## src/rtl/rbd_pkg.sv

```systemverilog
package rbd_pkg;
  typedef enum logic [1:0] {
    WK_BOUND = 2'd0,
    WK_PAGE  = 2'd1,
    WK_BANK  = 2'd2,
    WK_NONE  = 2'd3
  } wr_kind_e;

  // page-size codes carried per row
  localparam logic [1:0] PG_2K = 2'b00;
  localparam logic [1:0] PG_4K = 2'b01;
  localparam logic [1:0] PG_8K = 2'b10;
endpackage

```

## src/rtl/rbd_cfg_regs.sv

```systemverilog
module rbd_cfg_regs
  import rbd_pkg::*;
#(
  parameter int ROWS  = 8,
  parameter int BND_W = 8,
  localparam int IDX_W  = $clog2(ROWS),
  localparam int PAGE_W = 2 * ROWS
) (
  input  logic                        clk,
  input  logic                        rst,
  input  logic                        wr_en,
  input  logic [1:0]                  wr_kind,
  input  logic [IDX_W-1:0]            wr_idx,
  input  logic [PAGE_W-1:0]           wr_data,
  output logic [ROWS-1:0][BND_W-1:0]  bnd_q,
  output logic [PAGE_W-1:0]           page_q,
  output logic [ROWS-1:0]             bank_q
);
  wr_kind_e kind;
  assign kind = wr_kind_e'(wr_kind);

  // one register per row, each with its own select
  for (genvar n = 0; n < ROWS; n++) begin : g_bnd
    always_ff @(posedge clk) begin
      if (rst)
        bnd_q[n] <= '0;
      else if (wr_en && kind == WK_BOUND && wr_idx == IDX_W'(n))
        bnd_q[n] <= wr_data[BND_W-1:0];
    end
  end

  always_ff @(posedge clk) begin
    if (rst) begin
      page_q <= '0;
      bank_q <= '0;
    end else if (wr_en) begin
      if (kind == WK_PAGE) page_q <= wr_data;
      if (kind == WK_BANK) bank_q <= wr_data[ROWS-1:0];
    end
  end

  AST_BOUND_WRITE: assert property (@(posedge clk) disable iff (rst)
    (wr_en && wr_kind == 2'd0) |=> bnd_q[$past(wr_idx)] == $past(wr_data[BND_W-1:0]));
  AST_NONE_HOLDS: assert property (@(posedge clk) disable iff (rst)
    (wr_en && wr_kind == 2'd3) |=> ($stable(bnd_q) && $stable(page_q) && $stable(bank_q)));
  AST_RESET_CLEAR: assert property (@(posedge clk) disable iff (rst)
    $past(rst) |-> (bnd_q == '0 && page_q == '0 && bank_q == '0));
endmodule

```

## src/rtl/rbd_row_select.sv

```systemverilog
module rbd_row_select #(
  parameter int ROWS  = 8,
  parameter int BND_W = 8,
  parameter int AHI_W = 9,
  localparam int IDX_W = $clog2(ROWS),
  localparam int CMP_W = (AHI_W > BND_W) ? AHI_W : BND_W
) (
  input  logic [AHI_W-1:0]            addr_hi,
  input  logic [ROWS-1:0][BND_W-1:0]  bnd,
  output logic [IDX_W-1:0]            idx,
  output logic                        hit
);
  logic [CMP_W-1:0] a_ext;
  logic [ROWS-1:0]  below;

  assign a_ext = CMP_W'(addr_hi);

  // one comparator per row, all in parallel
  for (genvar n = 0; n < ROWS; n++) begin : g_cmp
    logic [CMP_W-1:0] b_ext;
    assign b_ext    = CMP_W'(bnd[n]);
    assign below[n] = a_ext < b_ext;
  end

  // lowest set bit wins; scan from the top so the lowest writes last
  always_comb begin
    idx = '0;
    for (int n = ROWS - 1; n >= 0; n--)
      if (below[n]) idx = IDX_W'(n);
  end

  assign hit = |below;
endmodule

```

## src/rtl/rbd_attr_mux.sv

```systemverilog
module rbd_attr_mux #(
  parameter int ROWS = 8,
  localparam int IDX_W  = $clog2(ROWS),
  localparam int PAGE_W = 2 * ROWS
) (
  input  logic [IDX_W-1:0]  idx,
  input  logic              hit,
  input  logic [PAGE_W-1:0] page_word,
  input  logic [ROWS-1:0]   bank_bits,
  output logic [1:0]        page_code,
  output logic              bank_flag
);
  always_comb begin
    page_code = '0;
    bank_flag = 1'b0;
    if (hit) begin
      page_code = page_word[2*idx +: 2];
      bank_flag = bank_bits[idx];
    end
  end
endmodule

```

## src/rtl/row_bound_decode.sv

```systemverilog
module row_bound_decode #(
  parameter int ROWS      = 8,
  parameter int BND_W     = 8,
  parameter int ADDR_W    = 32,
  parameter int GRAN_LOG2 = 23,
  localparam int IDX_W  = $clog2(ROWS),
  localparam int PAGE_W = 2 * ROWS,
  localparam int AHI_W  = ADDR_W - GRAN_LOG2,
  localparam int CMP_W  = (AHI_W > BND_W) ? AHI_W : BND_W
) (
  input  logic              clk,
  input  logic              rst,
  input  logic [ADDR_W-1:0] addr,
  input  logic              wr_en,
  input  logic [1:0]        wr_kind,
  input  logic [IDX_W-1:0]  wr_idx,
  input  logic [PAGE_W-1:0] wr_data,
  output logic [IDX_W-1:0]  row_idx,
  output logic              row_hit,
  output logic [1:0]        page_code,
  output logic              bank_flag
);
  logic [ROWS-1:0][BND_W-1:0] bnd_q;
  logic [PAGE_W-1:0]          page_q;
  logic [ROWS-1:0]            bank_q;
  logic [AHI_W-1:0]           addr_hi;

  // only the granule number matters: boundaries have zero low bits
  assign addr_hi = addr[ADDR_W-1:GRAN_LOG2];

  rbd_cfg_regs #(.ROWS(ROWS), .BND_W(BND_W)) u_regs (
    .clk    (clk),
    .rst    (rst),
    .wr_en  (wr_en),
    .wr_kind(wr_kind),
    .wr_idx (wr_idx),
    .wr_data(wr_data),
    .bnd_q  (bnd_q),
    .page_q (page_q),
    .bank_q (bank_q)
  );

  rbd_row_select #(.ROWS(ROWS), .BND_W(BND_W), .AHI_W(AHI_W)) u_sel (
    .addr_hi(addr_hi),
    .bnd    (bnd_q),
    .idx    (row_idx),
    .hit    (row_hit)
  );

  rbd_attr_mux #(.ROWS(ROWS)) u_attr (
    .idx      (row_idx),
    .hit      (row_hit),
    .page_word(page_q),
    .bank_bits(bank_q),
    .page_code(page_code),
    .bank_flag(bank_flag)
  );

  // boundary values seen by the checks below
  logic [CMP_W-1:0] a_cmp, sel_bnd, prev_bnd, last_bnd;
  always_comb begin
    a_cmp    = CMP_W'(addr_hi);
    sel_bnd  = CMP_W'(bnd_q[row_idx]);
    prev_bnd = (row_idx == '0) ? '0 : CMP_W'(bnd_q[row_idx - 1'b1]);
    last_bnd = CMP_W'(bnd_q[ROWS-1]);
  end

  AST_HIT_UNDER_END: assert property (@(posedge clk) disable iff (rst)
    row_hit |-> a_cmp < sel_bnd);
  AST_NOT_BEFORE_PREV: assert property (@(posedge clk) disable iff (rst)
    row_hit |-> a_cmp >= prev_bnd);
  AST_MISS_ZEROED: assert property (@(posedge clk) disable iff (rst)
    !row_hit |-> (row_idx == '0 && page_code == 2'b00 && !bank_flag));
  AST_MISS_PAST_LAST: assert property (@(posedge clk) disable iff (rst)
    !row_hit |-> a_cmp >= last_bnd);
endmodule

```

## config.mk

```make
export PLATFORM = sky130hd
export DESIGN_NAME = row_bound_decode
export DESIGN_NICKNAME = d
export VERILOG_FILES = /design/src/rtl/rbd_pkg.sv /design/src/rtl/rbd_cfg_regs.sv /design/src/rtl/rbd_row_select.sv /design/src/rtl/rbd_attr_mux.sv /design/src/rtl/row_bound_decode.sv
export SDC_FILE = /design/constraint.sdc
export NUM_CORES = 1
export LEC_CHECK = 0
export CORE_MARGIN = 5
export CORE_UTILIZATION = 44
export CTS_CLUSTER_DIAMETER = 80
export DETAILED_ROUTE_END_ITERATION = 8
export PLACE_DENSITY = 0.66
export SLEW_MARGIN = 20
export SYNTH_ARGS = -nofsm -noshare
export SYNTH_HDL_FRONTEND = slang
export SYNTH_SLANG_ARGS = --single-unit
```

## constraint.sdc

```tcl
create_clock -name clk -period 4.24 [get_ports clk]
set_input_delay 1.06 -clock clk [delete_from_list [all_inputs] [get_ports clk]]
set_output_delay 1.06 -clock clk [all_outputs]
set_load 0.01 [all_outputs]
```

==> run_results.csv, run 1 <==
group,metric,value,unit
sta,setup_viol,3,
min_path,min_path_type,"flop to flop",
yosys,synth_compound_area_share,12.8,%
floorplanning,die_w,117,microns
outcome,violations,"negative setup slack",
sta,hold_violations,0,
global_routing,grt_max_degree,49,
power_and_ir_drop,switching_share,25.2,%
clock_network,cts_root_buffer,"clkbuf_16",
sta,hold_ws,464,ps
yosys,ys_async_sr_fraction,0,%
run,maxCapViolations,0,
global_routing,grtUsageMet1,26.2,%
clock_network,cts.sinks,88,
sta,slew_violations,0,
worst_setup_path,cp_num_cells,13,
clock_network,htreeDepth,3,
global_routing,busiest_layer,"met2",
global_routing,antenna_found_initial,0,
placement,gp_congestion,0.851,
yosys,synth_adder_area_share,14.0,%
global_routing,grt_overflow,0,
route,ant_nets,0,
worst_setup_path,critPathMaxStageDelay,280,ps
yosys,ys_top_cells_by_count,"dfxtp_1 (88), nor2_1 (77), mux2i_1 (75)",
sta,tns,-256,ps
outcome,status,"complete, but fails checks",
yosys,netlist_top_cells_area,"dfxtp_1 (35%), mux2i_1 (15%), ha_1 (14%)",
worst_setup_path,path_class,"primary input to primary output",
worst_setup_path,path_cells,"buf_2, buf_6, buf_4, ha_1, a2111oi_4, buf_4, a31oi_4, a41oi_4, nor2_4, buf_6, a221oi_4, mux2i_1, buf_2",
worst_setup_path,r2r_cells,2,
yosys,ys_seq_area_share,35.2,%
route,route.detailed.drc,0,
clock_network,ctsHoldBuffers,0,
yosys,syn_avg_cell_area,8.80,sq um
sta,worst_pin_slew,957,ps
power_and_ir_drop,combPwrFrac,16.5,%
worst_setup_path,endpoint_kind,"primary output",
cells_and_area,final_nets,760,
power_and_ir_drop,power_per_cell_area,308,nW/um^2
sta,period_needed,4350,ps
power_and_ir_drop,total_leakage_power,2.84,nW
yosys,synth_mux_area_share,16.3,%
global_routing,globalRouteTotalUtil,19.8,%
route,wl_per_cell,16.1,microns
yosys,synth_xor_xnor_area_share,0,%
cells_and_area,antenna_cells,0,
global_routing,grt_use_met3,3.68,%
worst_setup_path,crit_buf_inv,6,
global_routing,grt_pass1_vias,4112,
yosys,synthSimpleGateAreaFrac,14.6,%
floorplanning,fp-row-count,39,
clock_network,cts_tree,"yes",
yosys,synth_top_family_by_area,"multiplexers",
worst_setup_path,cp-startpoint,"addr[30]",
floorplanning,core_area,11300,sq um
worst_setup_path,r2r-start,"u_regs.page_q[12]",
worst_setup_path,crit_arrival,3290,ps
yosys,synth_edf_count,0,
sta,period_share,103,%
sta,fmax,230,MHz
cells_and_area,stdcell_area,6530,sq um
sta,skew,0,ps
worst_setup_path,crit_slowest_cell,"a41oi_4",
yosys,yosys_warnings,0,
yosys,synth_ff_type,"dfxtp_1",
clock_network,clk_path_buf_depth,2,
yosys,post-synth-top-count-cell,"dfxtp_1",
yosys,synth_area,5000,sq um
sta,setup_slack,-114,ps
floorplanning,die_h,117,microns
yosys,synth_area_leader_cell,"dfxtp_1",
floorplanning,floorplan.initialDensity,44.4,%
yosys,synth_cell_type_count,44,
worst_setup_path,crit_path_start_kind,"primary input",
global_routing,grtUsageMet2,32.4,%
clock_network,clk_pin_slew_worst_paths,60,ps
cells_and_area,syn_to_final_growth,30.4,%
route,vias_per_cell,5.13,
yosys,synth_top_area_share,35.2,%
worst_setup_path,worstPathMaxFanout,5,
power_and_ir_drop,seq_power_share,42.1,%
worst_setup_path,worstReg2RegEnd,"u_regs.page_q[12]",
power_and_ir_drop,peakVddDrop,0.178,mV
yosys,synth_nets,681,
min_path,hp-start,"u_regs.page_q[3]",
worst_setup_path,reg2reg_slack,3520,ps
sta,grt_setup_unrepaired,"yes",
power_and_ir_drop,clock_power_share,41.4,%
clock_network,worst_skew_pair.late_latency,340,ps
worst_setup_path,required,3180,ps
placement,pre_cts_slack,-962,ps
route,num_vias,4086,
clock_network,cts_inserted_buffers,9,
route,routed_wl,12800,microns
sta,slew-limit-headroom,36.2,%
yosys,synthCells,569,
power_and_ir_drop,cell_internal_pwr,0.00150,W
global_routing,grt_pass1_wl,20800,microns
floorplanning,io-pin-count,63,
power_and_ir_drop,power.switching,0.000508,W
placement,dpl.hpwl,9040,microns
floorplanning,die-area,13600,sq um
placement,port_buffers,39,
route,firstDrtPassIters,4,
cells_and_area,drive_above_1_share,21.7,%
yosys,ys_ff_latch,88,
worst_setup_path,cp-endpoint,"page_code[0]",
worst_setup_path,crit_family,"buffers and inverters",
placement,placed_area,5770,sq um
route,drtIter0Drc,271,
[sequential cells by signal (all words and copies together) (netlist names)]
| register | cells |
|---|---|
| u_regs.bank_q | 8 |
| u_regs.bnd_q | 64 |
| u_regs.page_q | 16 |
[worst min-delay path: stages (launching register included)]
cell and delay (ps):
dfxtp_1 310, nand2_1 50, a21oi_1 50
[how the worst min path moves through the flow]
stage / endpoint / cells after the start
3_5_place_dp: u_regs.page_q[9] / 2
5_1_grt: u_regs.page_q[1] / 2
6_report: u_regs.page_q[3] / 2
3_3_place_gp: u_regs.page_q[3] / 2
4_1_cts: u_regs.page_q[3] / 2
2_1_floorplan: u_regs.page_q[0] / 2
[cells in the final DEF (no fill, tap or decap), types with 6 or more instances in the layout]
master and instances:
clkbuf_16 9, buf_4 44, buf_2 8, a21oi_1 35
buf_6 11, a21oi_2 6, clkdlybuf4s50_1 23, nand2b_1 7
ha_4 13, mux2i_1 75, ha_1 43, o21ai_0 6
inv_1 66, nand2_1 52, nor2_1 77, dfxtp_1 88
[power by group through the flow]
stage               Clock [W]  Combinational, W  Sequential, W
finish               0.000834          0.000332       0.000846
global route         0.000884          0.000365       0.000847
CTS                  0.000848          0.000322       0.000846
detailed placement          0          0.000285       0.000864
global placement            0          0.000278       0.000863
floorplan                   0          0.000153       0.000861
[cells by family after synthesis]
kind of cell / Yosys count
fa+ha+maj: 56
buf+inv: 93
compound gates: 84
mux: 81
flops: 88
simple gates: 167
[layout make-up]
type	instances	area (sq um)
Tap cell	143	179
Clock inverter	4	51.3
Clock buffer	12	267
Sequential cell	88	1760
Multi-Input combinational cell	388	3200
Timing Repair Buffer	95	820
Inverter	66	248
Fill cell	936	4740
[per-stage QoR]
| step | std cells | total power [W] | util (%) |
|---|---|---|---|
| after floorplan | 569 | 0.00101 | - |
| after global placement | 765 | 0.00114 | 51.2 |
| after detailed placement | 765 | 0.00115 | 51.2 |
| after CTS | 794 | 0.00202 | 57.0 |
| after global routing | 796 | 0.00210 | 57.9 |
| final | 796 | 0.00201 | 57.9 |
[timing repair]
item	CTS	global route
gates resized for setup	102	21
hold endpoints to repair	0	0
pin swaps	30	15
endpoints found under the setup margin	7	7
buffers inserted	14	3
[layer usage]
metal | wire length (microns) | vias up
met5 | 0 | -
met4 | 236 | 0
met3 | 620 | 19
met2 | 6140 | 69
met1 | 5820 | 1918
li1 | - | 2080
No activity file was read; power rests on OpenSTA's default activity.
==> inputs of run 2 (changes only) <==
CAP_MARGIN = 20   (was default)
==> results of run 2 <==
No change in the layout: final DEF, timing and power equal those of run 1.
==> inputs of run 3 (changes only) <==
SKIP_LAST_GASP = 1   (was default)
==> run 3 against run 2 <==
  * The flow still finishes with violations (negative setup slack)
  * Worst setup slack gained 4.8 ps
  * Worst hold slack got worse by 0.81 ps
  * Flip-flop and latch count did not move
  * Count of clock-buffer cells in the layout is the same
  * Sequential share of layout area hardly changed
  * Via count decreased by 0.44%
  * Die area unchanged
  * Register-to-register slack hardly changed
  * Sequential power about the same
  * Critical endpoint unchanged
  * Largest cell class unchanged
  * Largest power group unchanged
  * Highest routed layer unchanged
==> run_results.csv, run 3 (synthesis results as in run 1) <==
group,metric,value,unit
worst_setup_path,crit_slowest_cell,"a41oi_4",
global_routing,grt_pass1_wl,20800,microns
cells_and_area,seq_area,1760,sq um
worst_setup_path,reg2reg_slack,3520,ps
sta,period_needed,4350,ps
worst_setup_path,path_cells,"buf_2, ha_4, a21oi_1, o21ai_2, buf_4, nand4_1, a21oi_4, buf_6, a41oi_4, nor2_4, buf_6, a221oi_4, mux2i_1, buf_2",
worst_setup_path,worstPathMaxFanout,6,
sta,fmax,230,MHz
clock_network,cts_tree,"yes",
placement,gp_congestion,0.851,
route,drtIter0Drc,257,
cells_and_area,n_fill_cell,936,
placement,numPlacedInstances,765,
worst_setup_path,path_class,"primary input to primary output",
clock_network,htreeDepth,3,
worst_setup_path,r2r_cells,2,
power_and_ir_drop,finalPower,0.00202,W
worst_setup_path,r2r-start,"u_regs.page_q[12]",
worst_setup_path,worstReg2RegEnd,"u_regs.page_q[12]",
sta,worst_pin_slew,945,ps
sta,grt_setup_unrepaired,"yes",
clock_network,worst_skew_pair.late_latency,340,ps
clock_network,clk_pin_slew_worst_paths,60,ps
min_path,min_path_type,"flop to flop",
global_routing,grt_pass1_vias,4112,
power_and_ir_drop,power_per_cell_area,309,nW/um^2
power_and_ir_drop,peakVddDrop,0.178,mV
worst_setup_path,critPathMaxStageDelay,280,ps
sta,slew_violations,0,
route,firstDrtPassIters,4,
floorplanning,die-area,13600,sq um
floorplanning,floorplan.initialDensity,44.4,%
floorplanning,fp-row-count,39,
cells_and_area,mostFrequentLayoutCell,"dfxtp_1",
route,wl_per_cell,16.1,microns
worst_setup_path,crit_arrival,3290,ps
sta,period_share,103,%
min_path,hp-start,"u_regs.page_q[3]",
clock_network,cts_root_buffer,"clkbuf_16",
outcome,status,"complete, but fails checks",
sta,skew,0,ps
outcome,violations,"negative setup slack",
clock_network,cts_inserted_buffers,9,
route,vias_per_cell,5.11,
run,maxCapViolations,0,
cells_and_area,largest_reg_flops,64,
placement,pre_cts_slack,-962,ps
cells_and_area,final_nets,760,
sta,hold_violations,0,
sta,setup_slack,-109,ps
global_routing,antenna_found_initial,0,
cells_and_area,layout_common_cells,"dfxtp_1 (88), nor2_1 (77), mux2i_1 (75), inv_1 (66), nand2_1 (52)",
cells_and_area,drive_above_1_share,21.6,%
cells_and_area,syn_to_final_growth,30.3,%
cells_and_area,top_register,"u_regs.bnd_q",
placement,port_buffers,39,
global_routing,grt_overflow,0,
min_path,min_path_cells,2,
global_routing,grt_max_degree,49,
floorplanning,core_area,11300,sq um
worst_setup_path,required,3180,ps
floorplanning,die_w,117,microns
floorplanning,io-pin-count,63,
sta,tns,-247,ps
route,num_vias,4068,
sta,slew-limit-headroom,37.0,%
cells_and_area,post-route-util,57.9,%
worst_setup_path,endpoint_kind,"primary output",
global_routing,globalRouteTotalUtil,19.8,%
worst_setup_path,crit_path_start_kind,"primary input",
min_path,min_delay_worst_endpoint,"u_regs.page_q[3]",
power_and_ir_drop,total_leakage_power,2.84,nW
cells_and_area,reg_top3,"u_regs.bnd_q (64), u_regs.page_q (16), u_regs.bank_q (8)",
route,routed_wl,12800,microns
route,ant_nets,0,
clock_network,clk_path_buf_depth,2,
floorplanning,die_h,117,microns
cells_and_area,final_cells,796,
route,route.detailed.drc,0,
sta,setup_viol,3,
placement,dpl.hpwl,9040,microns
cells_and_area,antenna_cells,0,
cells_and_area,multi_input_area,3200,sq um
clock_network,cts.sinks,88,
==> run 3: cell counts in the layout (fill, tap and decap cells not counted) <==
Identical to the previous run, type by type.
==> run 3: worst max path at each step <==
stage | start | endpoint | slack (ps)
after floorplan | addr[27] | bank_flag | 210
after global placement | addr[27] | bank_flag | -910
after detailed placement | addr[27] | bank_flag | -960
after CTS | addr[28] | page_code[0] | -70
after global routing | addr[30] | page_code[0] | -210
final | addr[25] | page_code[0] | -110
==> run 3: repair_timing <==
| item | 4_1_cts | 5_1_grt |
|---|---|---|
| pin swaps | 30 | 15 |
| resized for setup | 102 | 20 |
| cloned | 0 | 0 |
| endpoints found under the hold margin | 0 | 0 |
| hold buffers | 0 | 0 |
| endpoints found under the setup margin | 7 | 7 |
| buffers inserted | 14 | 3 |
==> run 3: cell type report <==
type,instances,share of cell area (%)
multi-input combinational,388,49.0
clock buffer,12,4.09
inverter,66,3.80
sequential,88,27.0
timing repair buffer,95,12.6
tap,143,2.74
clock inverter,4,0.786
==> run 3: power by group <==
group / total (W) / internal [W] / switching, W / leakage (nW)
Sequential: 0.000846 / 0.000839 / 0.00000764 / 0.711
Combinational: 0.000332 / 0.000161 / 0.000171 / 1.97
Clock: 0.000837 / 0.000505 / 0.000332 / 0.155
==> run 3: stage by stage <==
stage	hold slack [ps]	area [sq um]
finish	463	6520
floorplan	433	5000
detailed placement	453	5770
global route	491	6520
global placement	449	5770
CTS	467	6430
==> run 3: critical path, delay by kind of cell <==
family	cells	cell delay, ps
compound gates	5	870
fa+ha+maj	1	240
buf+inv	5	780
mux	1	110
simple gates	2	210
==> run 3: metal layers <==
metal	up-vias	routed length (microns)	track usage (%)
met1	1924	6040	26.2
met5	-	0	0
met2	48	6120	32.4
met3	21	387	3.68
met4	0	271	6.73
li1	2075	-	-
